### src/rtl/wsel_pkg.sv
package wsel_pkg;

    // Which stored way, if any, drives the recovery fetch enable
    typedef enum logic [1:0] {
        STEER_NONE = 2'd0,
        STEER_TGT  = 2'd1,
        STEER_FALL = 2'd2,
        STEER_ALL  = 2'd3
    } steer_e;

    typedef struct packed {
        logic alloc;
        logic update;
        logic defer;
        logic redirect;
    } cmd_t;

    localparam cmd_t CMD_IDLE = '{alloc: 1'b0, update: 1'b0, defer: 1'b0, redirect: 1'b0};

    // Pick the immediate or queued write path for a needed change
    function automatic cmd_t write_path(input logic need, input logic known);
        cmd_t c;
        c        = CMD_IDLE;
        c.update = need & known;
        c.defer  = need & ~known;
        return c;
    endfunction

endpackage

### src/rtl/cmt_addr_match.sv
module cmt_addr_match #(
    parameter int AW = 32
) (
    input  logic [AW-1:0] a,
    input  logic [AW-1:0] b,
    output logic          eq
);
    always_comb eq = (a == b);
endmodule

### src/rtl/cmt_upd_ctrl.sv
module cmt_upd_ctrl
    import wsel_pkg::*;
(
    input  logic   valid,
    input  logic   is_branch,
    input  logic   pred_ok,
    input  logic   taken,
    input  logic   buf_hit,
    input  logic   ptr_set,
    input  logic   way_known,
    input  logic   hit_tgt,
    input  logic   hit_fall,
    output cmd_t   cmd,
    output steer_e steer
);
    logic need_chg;

    always_comb begin
        cmd      = CMD_IDLE;
        steer    = STEER_NONE;
        need_chg = 1'b0;
        if (valid) begin
            if (is_branch) begin
                need_chg  = buf_hit | taken;
                // A wrong prediction never knows the recovery line's way yet
                cmd       = write_path(need_chg, way_known & pred_ok);
                cmd.alloc = taken & ~buf_hit;
                if (!pred_ok) begin
                    cmd.redirect = 1'b1;
                    if (buf_hit && hit_tgt)       steer = STEER_TGT;
                    else if (buf_hit && hit_fall) steer = STEER_FALL;
                    else                          steer = STEER_ALL;
                end
            end else begin
                need_chg  = ptr_set & ~buf_hit;
                cmd       = write_path(need_chg, way_known);
                cmd.alloc = need_chg;
            end
        end
    end
endmodule

### src/rtl/cmt_way_steer.sv
module cmt_way_steer
    import wsel_pkg::*;
#(
    parameter int WAYS = 4,
    localparam int WIDX = (WAYS > 1) ? $clog2(WAYS) : 1
) (
    input  steer_e          steer,
    input  logic [WIDX-1:0] twp,
    input  logic [WIDX-1:0] fwp,
    output logic [WAYS-1:0] en
);
    for (genvar w = 0; w < WAYS; w++) begin : g_way
        always_comb begin
            en[w] = (steer == STEER_ALL)
                  | ((steer == STEER_TGT)  && (twp == WIDX'(w)))
                  | ((steer == STEER_FALL) && (fwp == WIDX'(w)));
        end
    end
endmodule

### src/rtl/wsel_commit_ctrl.sv
module wsel_commit_ctrl
    import wsel_pkg::*;
#(
    parameter int AW   = 32,
    parameter int WAYS = 4,
    localparam int WIDX = (WAYS > 1) ? $clog2(WAYS) : 1
) (
    input  logic            clk,
    input  logic            rst,
    input  logic            cm_valid,
    input  logic            cm_is_branch,
    input  logic            cm_pred_ok,
    input  logic            cm_taken,
    input  logic            cm_buf_hit,
    input  logic            cm_ptr_set,
    input  logic            cm_way_known,
    input  logic [AW-1:0]   cm_next_addr,
    input  logic [AW-1:0]   cm_tgt_addr,
    input  logic [AW-1:0]   cm_fall_addr,
    input  logic [WIDX-1:0] cm_twp,
    input  logic [WIDX-1:0] cm_fwp,
    output logic            o_alloc,
    output logic            o_update,
    output logic            o_defer,
    output logic            o_redirect,
    output logic [WAYS-1:0] o_way_en
);
    logic            hit_tgt, hit_fall;
    cmd_t            cmd_d, cmd_q;
    steer_e          steer_d;
    logic [WAYS-1:0] en_d, en_q;

    cmt_addr_match #(.AW(AW)) u_m_tgt (
        .a(cm_next_addr), .b(cm_tgt_addr), .eq(hit_tgt)
    );
    cmt_addr_match #(.AW(AW)) u_m_fall (
        .a(cm_next_addr), .b(cm_fall_addr), .eq(hit_fall)
    );

    cmt_upd_ctrl u_ctrl (
        .valid(cm_valid), .is_branch(cm_is_branch), .pred_ok(cm_pred_ok),
        .taken(cm_taken), .buf_hit(cm_buf_hit), .ptr_set(cm_ptr_set),
        .way_known(cm_way_known), .hit_tgt(hit_tgt), .hit_fall(hit_fall),
        .cmd(cmd_d), .steer(steer_d)
    );

    cmt_way_steer #(.WAYS(WAYS)) u_steer (
        .steer(steer_d), .twp(cm_twp), .fwp(cm_fwp), .en(en_d)
    );

    always_ff @(posedge clk) begin
        if (rst) begin
            cmd_q <= CMD_IDLE;
            en_q  <= '0;
        end else begin
            cmd_q <= cmd_d;
            en_q  <= en_d;
        end
    end

    assign o_alloc    = cmd_q.alloc;
    assign o_update   = cmd_q.update;
    assign o_defer    = cmd_q.defer;
    assign o_redirect = cmd_q.redirect;
    assign o_way_en   = en_q;
endmodule

### config.mk
export PLATFORM = sky130hd
export DESIGN_NAME = wsel_commit_ctrl
export DESIGN_NICKNAME = d
export VERILOG_FILES = /design/src/rtl/wsel_pkg.sv /design/src/rtl/cmt_addr_match.sv /design/src/rtl/cmt_upd_ctrl.sv /design/src/rtl/cmt_way_steer.sv /design/src/rtl/wsel_commit_ctrl.sv
export SDC_FILE = /design/constraint.sdc
export NUM_CORES = 1
export LEC_CHECK = 0
export CELL_PAD_IN_SITES_DETAIL_PLACEMENT = 1
export CELL_PAD_IN_SITES_GLOBAL_PLACEMENT = 2
export CORE_ASPECT_RATIO = 1.5
export CORE_MARGIN = 2
export CORE_UTILIZATION = 12
export DETAILED_ROUTE_END_ITERATION = 12
export HOLD_SLACK_MARGIN = 0.02
export PLACE_DENSITY_LB_ADDON = 0.1
export SLEW_MARGIN = 15
export SYNTH_ARGS = -nofsm -noshare
export SYNTH_HDL_FRONTEND = slang
export SYNTH_HIERARCHICAL = 1
export SYNTH_SLANG_ARGS = --single-unit
### constraint.sdc
create_clock -name clk -period 1.5 [get_ports clk]
set_input_delay 0.15 -clock clk [delete_from_list [all_inputs] [get_ports clk]]
set_output_delay 0.15 -clock clk [all_outputs]
set_load 0.05 [all_outputs]
==> impl_results.md <==
* Count of final hold-check violations at 0
* Starting Density at 12.20%
* GR Layer Usage met3 at 1.504%
* DR vias/cell at 3.777
* PnR Total Power at 1.209 mW
* Area leader, netlist: xor2_1
* Endpoints failing setup at 4
* Syn avg cell area at 8.114 um^2
* Clock group share of total power at 35.6%
* Synth area leaders: xor2_1 (52%), dfxtp_1 (15%), nor4_1 (9.3%)
* Mapped Nets at 241
* Max Clock Freq at 657.9 MHz
* Mapped cell area at 1071 um^2
* Die height at 119.7 um
* Worst Tran Pin Value at 311.3 ps
* GRT Total Usage at 10.10%
* Area of the core at 8776 um^2
* RePlAce Congestion at 0.7634
* Vias at 1,473
* Num CTS Buffers at 3
* Critical path peak fanout at 4
* Met1 Track Usage GR at 9.019%
* Critical Path Start Type: input pin
* Ys flop type: dfxtp_1
* Library cells used by synthesis at 16
* Root Driver: clkbuf_16
* Vias in the first global route at 1,699
* DRT iter0 DRCs at 16
* Post-synth top cells: xor2_1 (64), nor4_1 (16), nor2b_1 (10)
* Wire per inst at 12.69 um
* Std-Cell Rows at 42
* Top-count cell post-synth: xor2_1
* Pleak at 1.158 nW
* DP Worst Slack at -860.4 ps
* Gr ovfl total at 0
* Post-route clock period utilization at 101.3%
* Post-synthesis sequential element count at 8
* Combinational share of power at 46.0%
* Initial antenna violation count at 1
* Most used routing layer: met2
* Final core occ at 29.58%
* HP Class: in -> reg
* Yosys warns at 6
* Worst setup margin at -19.96 ps
* Seq pwr share at 18.3%
* WL final at 4950 um
* Pint at 882.9 uW
* CTS tree: built
* CP Class: in -> reg
* Share of the synthesized area in the top cell type at 52.34%
* Clock sink total at 8
* Max-cap violations at 0
* Post-synth EDFFs at 0
* Max IR drop VDD at 0.4974 mV
* Layout Area Growth over Synthesis at 142.4%
* Power density cells at 465.9 nW/um^2
* Switching share of power at 27.00%
* Clk pin slew, worst setup/hold paths at 30 ps
* Antenna-violating nets left at 0
* Gate Count Post-Synth at 132
* CP Capture Type: flop
* Share of cells above drive strength 1 at 36.56%
* Sequential share of the synthesized area at 14.95%
* Hold path cells at 2
* Post-DP Area at 2567 um^2
* DP Wirelength at 4600 um
* Setup repair after global routing missed its margin: yes
* # IOs at 117
* CTS H-Tree Depth at 1
* Layout Nets at 390
* Pre-antenna DRT Iters at 4
* Final min period at 1520 ps
* Hold_buf cts at 0
* Critical Path AT at 1680 ps
* Critical Path RT at 1660 ps
* Port-buffer cells at 116
* NetSw at 326.6 uW
* Setup TNS Final at -54.34 ps
* Die area at 9712 um^2
* Post-CTS setup buffers at 0
* Global-route wire length before repair at 7527 um
* GR Layer Usage met2 at 21.64%
* Failing checks: negative setup slack
* Residual DRC at 0
* Post-Layout Inst Area at 2596 um^2
* Worst slew margin at 79.25%
* Horiz. Die Dim at 81.14 um
* CTS Buffer Depth at 2
* Largest net degree at the start of global routing at 9
* Post-synth ARST share at 0%
* Outcome: complete, but fails checks
* Slew Limit Fails at 0
placed cells by master, fill, tap and decap left out:
| master | netlist | routed |
|---|---|---|
| nor4_2 | 0 | 13 |
| diode_2 | 0 | 1 |
| a31oi_1 | 3 | 2 |
| nand4_1 | 4 | 4 |
| inv_2 | 0 | 1 |
| o21ai_2 | 1 | 1 |
| a221oi_2 | 1 | 1 |
| nor2_1 | 6 | 4 |
| nor2_2 | 0 | 2 |
| a31oi_4 | 0 | 1 |
| dlygate4sd2_1 | 0 | 26 |
| nand3b_1 | 1 | 1 |
| a211oi_1 | 1 | 1 |
| clkdlybuf4s15_1 | 0 | 30 |
| buf_4 | 0 | 34 |
| a21oi_1 | 4 | 3 |
| xor2_2 | 0 | 3 |
| clkdlybuf4s15_2 | 0 | 2 |
| inv_1 | 5 | 4 |
| buf_6 | 0 | 9 |
| xor2_1 | 64 | 61 |
| nor2b_1 | 10 | 10 |
| o21ai_0 | 2 | 1 |
| clkbuf_16 | 0 | 3 |
| clkdlybuf4s50_1 | 0 | 12 |
| nand2b_1 | 3 | 3 |
| dfxtp_1 | 8 | 8 |
| nor4_1 | 16 | 3 |
| o21ai_1 | 3 | 4 |
| buf_2 | 0 | 21 |
| a21oi_2 | 0 | 1 |
| clkbuf_2 | 0 | 10 |
state kept, by name (all words and copies together), names as in the netlist:
| signal | flops |
|---|---|
| o_alloc | 1 |
| o_redirect | 1 |
| o_defer | 1 |
| o_way_en | 4 |
| o_update | 1 |
kinds of logic after synthesis:
family / synth area share [%]
flops: 14.95
compound gates: 8.878
simple gates: 22.08
buf+inv: 1.753
xor+xnor: 52.34
worst paths after layout:
check / start / to / slack, ps
hold / removal: rst / o_way_en[0] / 650
setup / recovery: cm_next_addr[11] / o_way_en[1] / -20
power by group through the flow:
stage / Sequential, mW / Combinational [mW] / Clock (mW)
floorplan: 0.245 / 0.149 / 0
global placement: 0.225 / 0.610 / 0
detailed placement: 0.225 / 0.608 / 0
CTS: 0.222 / 0.548 / 0.442
global route: 0.222 / 0.611 / 0.452
finish: 0.222 / 0.557 / 0.431
per-layer routing:
layer | part of all wire, % | vias up
met5 | 0 | -
met4 | 1.4 | 0
met3 | 7.4 | 4
met2 | 60 | 70
met1 | 31 | 652
li1 | - | 747
stage by stage:
step | cells | hold slack, ps
2_1_floorplan | 132 | 221.6
3_3_place_gp | 387 | 603.2
3_5_place_dp | 387 | 606.3
4_1_cts | 389 | 662.0
5_1_grt | 390 | 681.5
6_report | 390 | 651.7
layout make-up:
type | count | area (um^2)
Timing Repair Buffer | 144 | 1182
Fill cell | 1070 | 6180
Clock buffer | 3 | 75.07
Antenna cell | 1 | 2.502
Inverter | 5 | 18.77
Tap cell | 110 | 137.6
Sequential cell | 8 | 160.2
Multi-Input combinational cell | 119 | 1020
timing repair:
item                                    in CTS  in global routing
endpoints found under the setup margin       4                  4
gates resized for setup                    221                 41
pin swaps                                   61                 27
critical path: stages:
cell and delay (ps):
buf_6 100, xor2_1 160, nor4_2 280, buf_4 150, nand4_1 140, nor2_2 170, inv_2 60, a31oi_4 160
o21ai_1 90, o21ai_1 70, nor2b_1 140
Note: power is estimated with default switching activity, not from simulation.
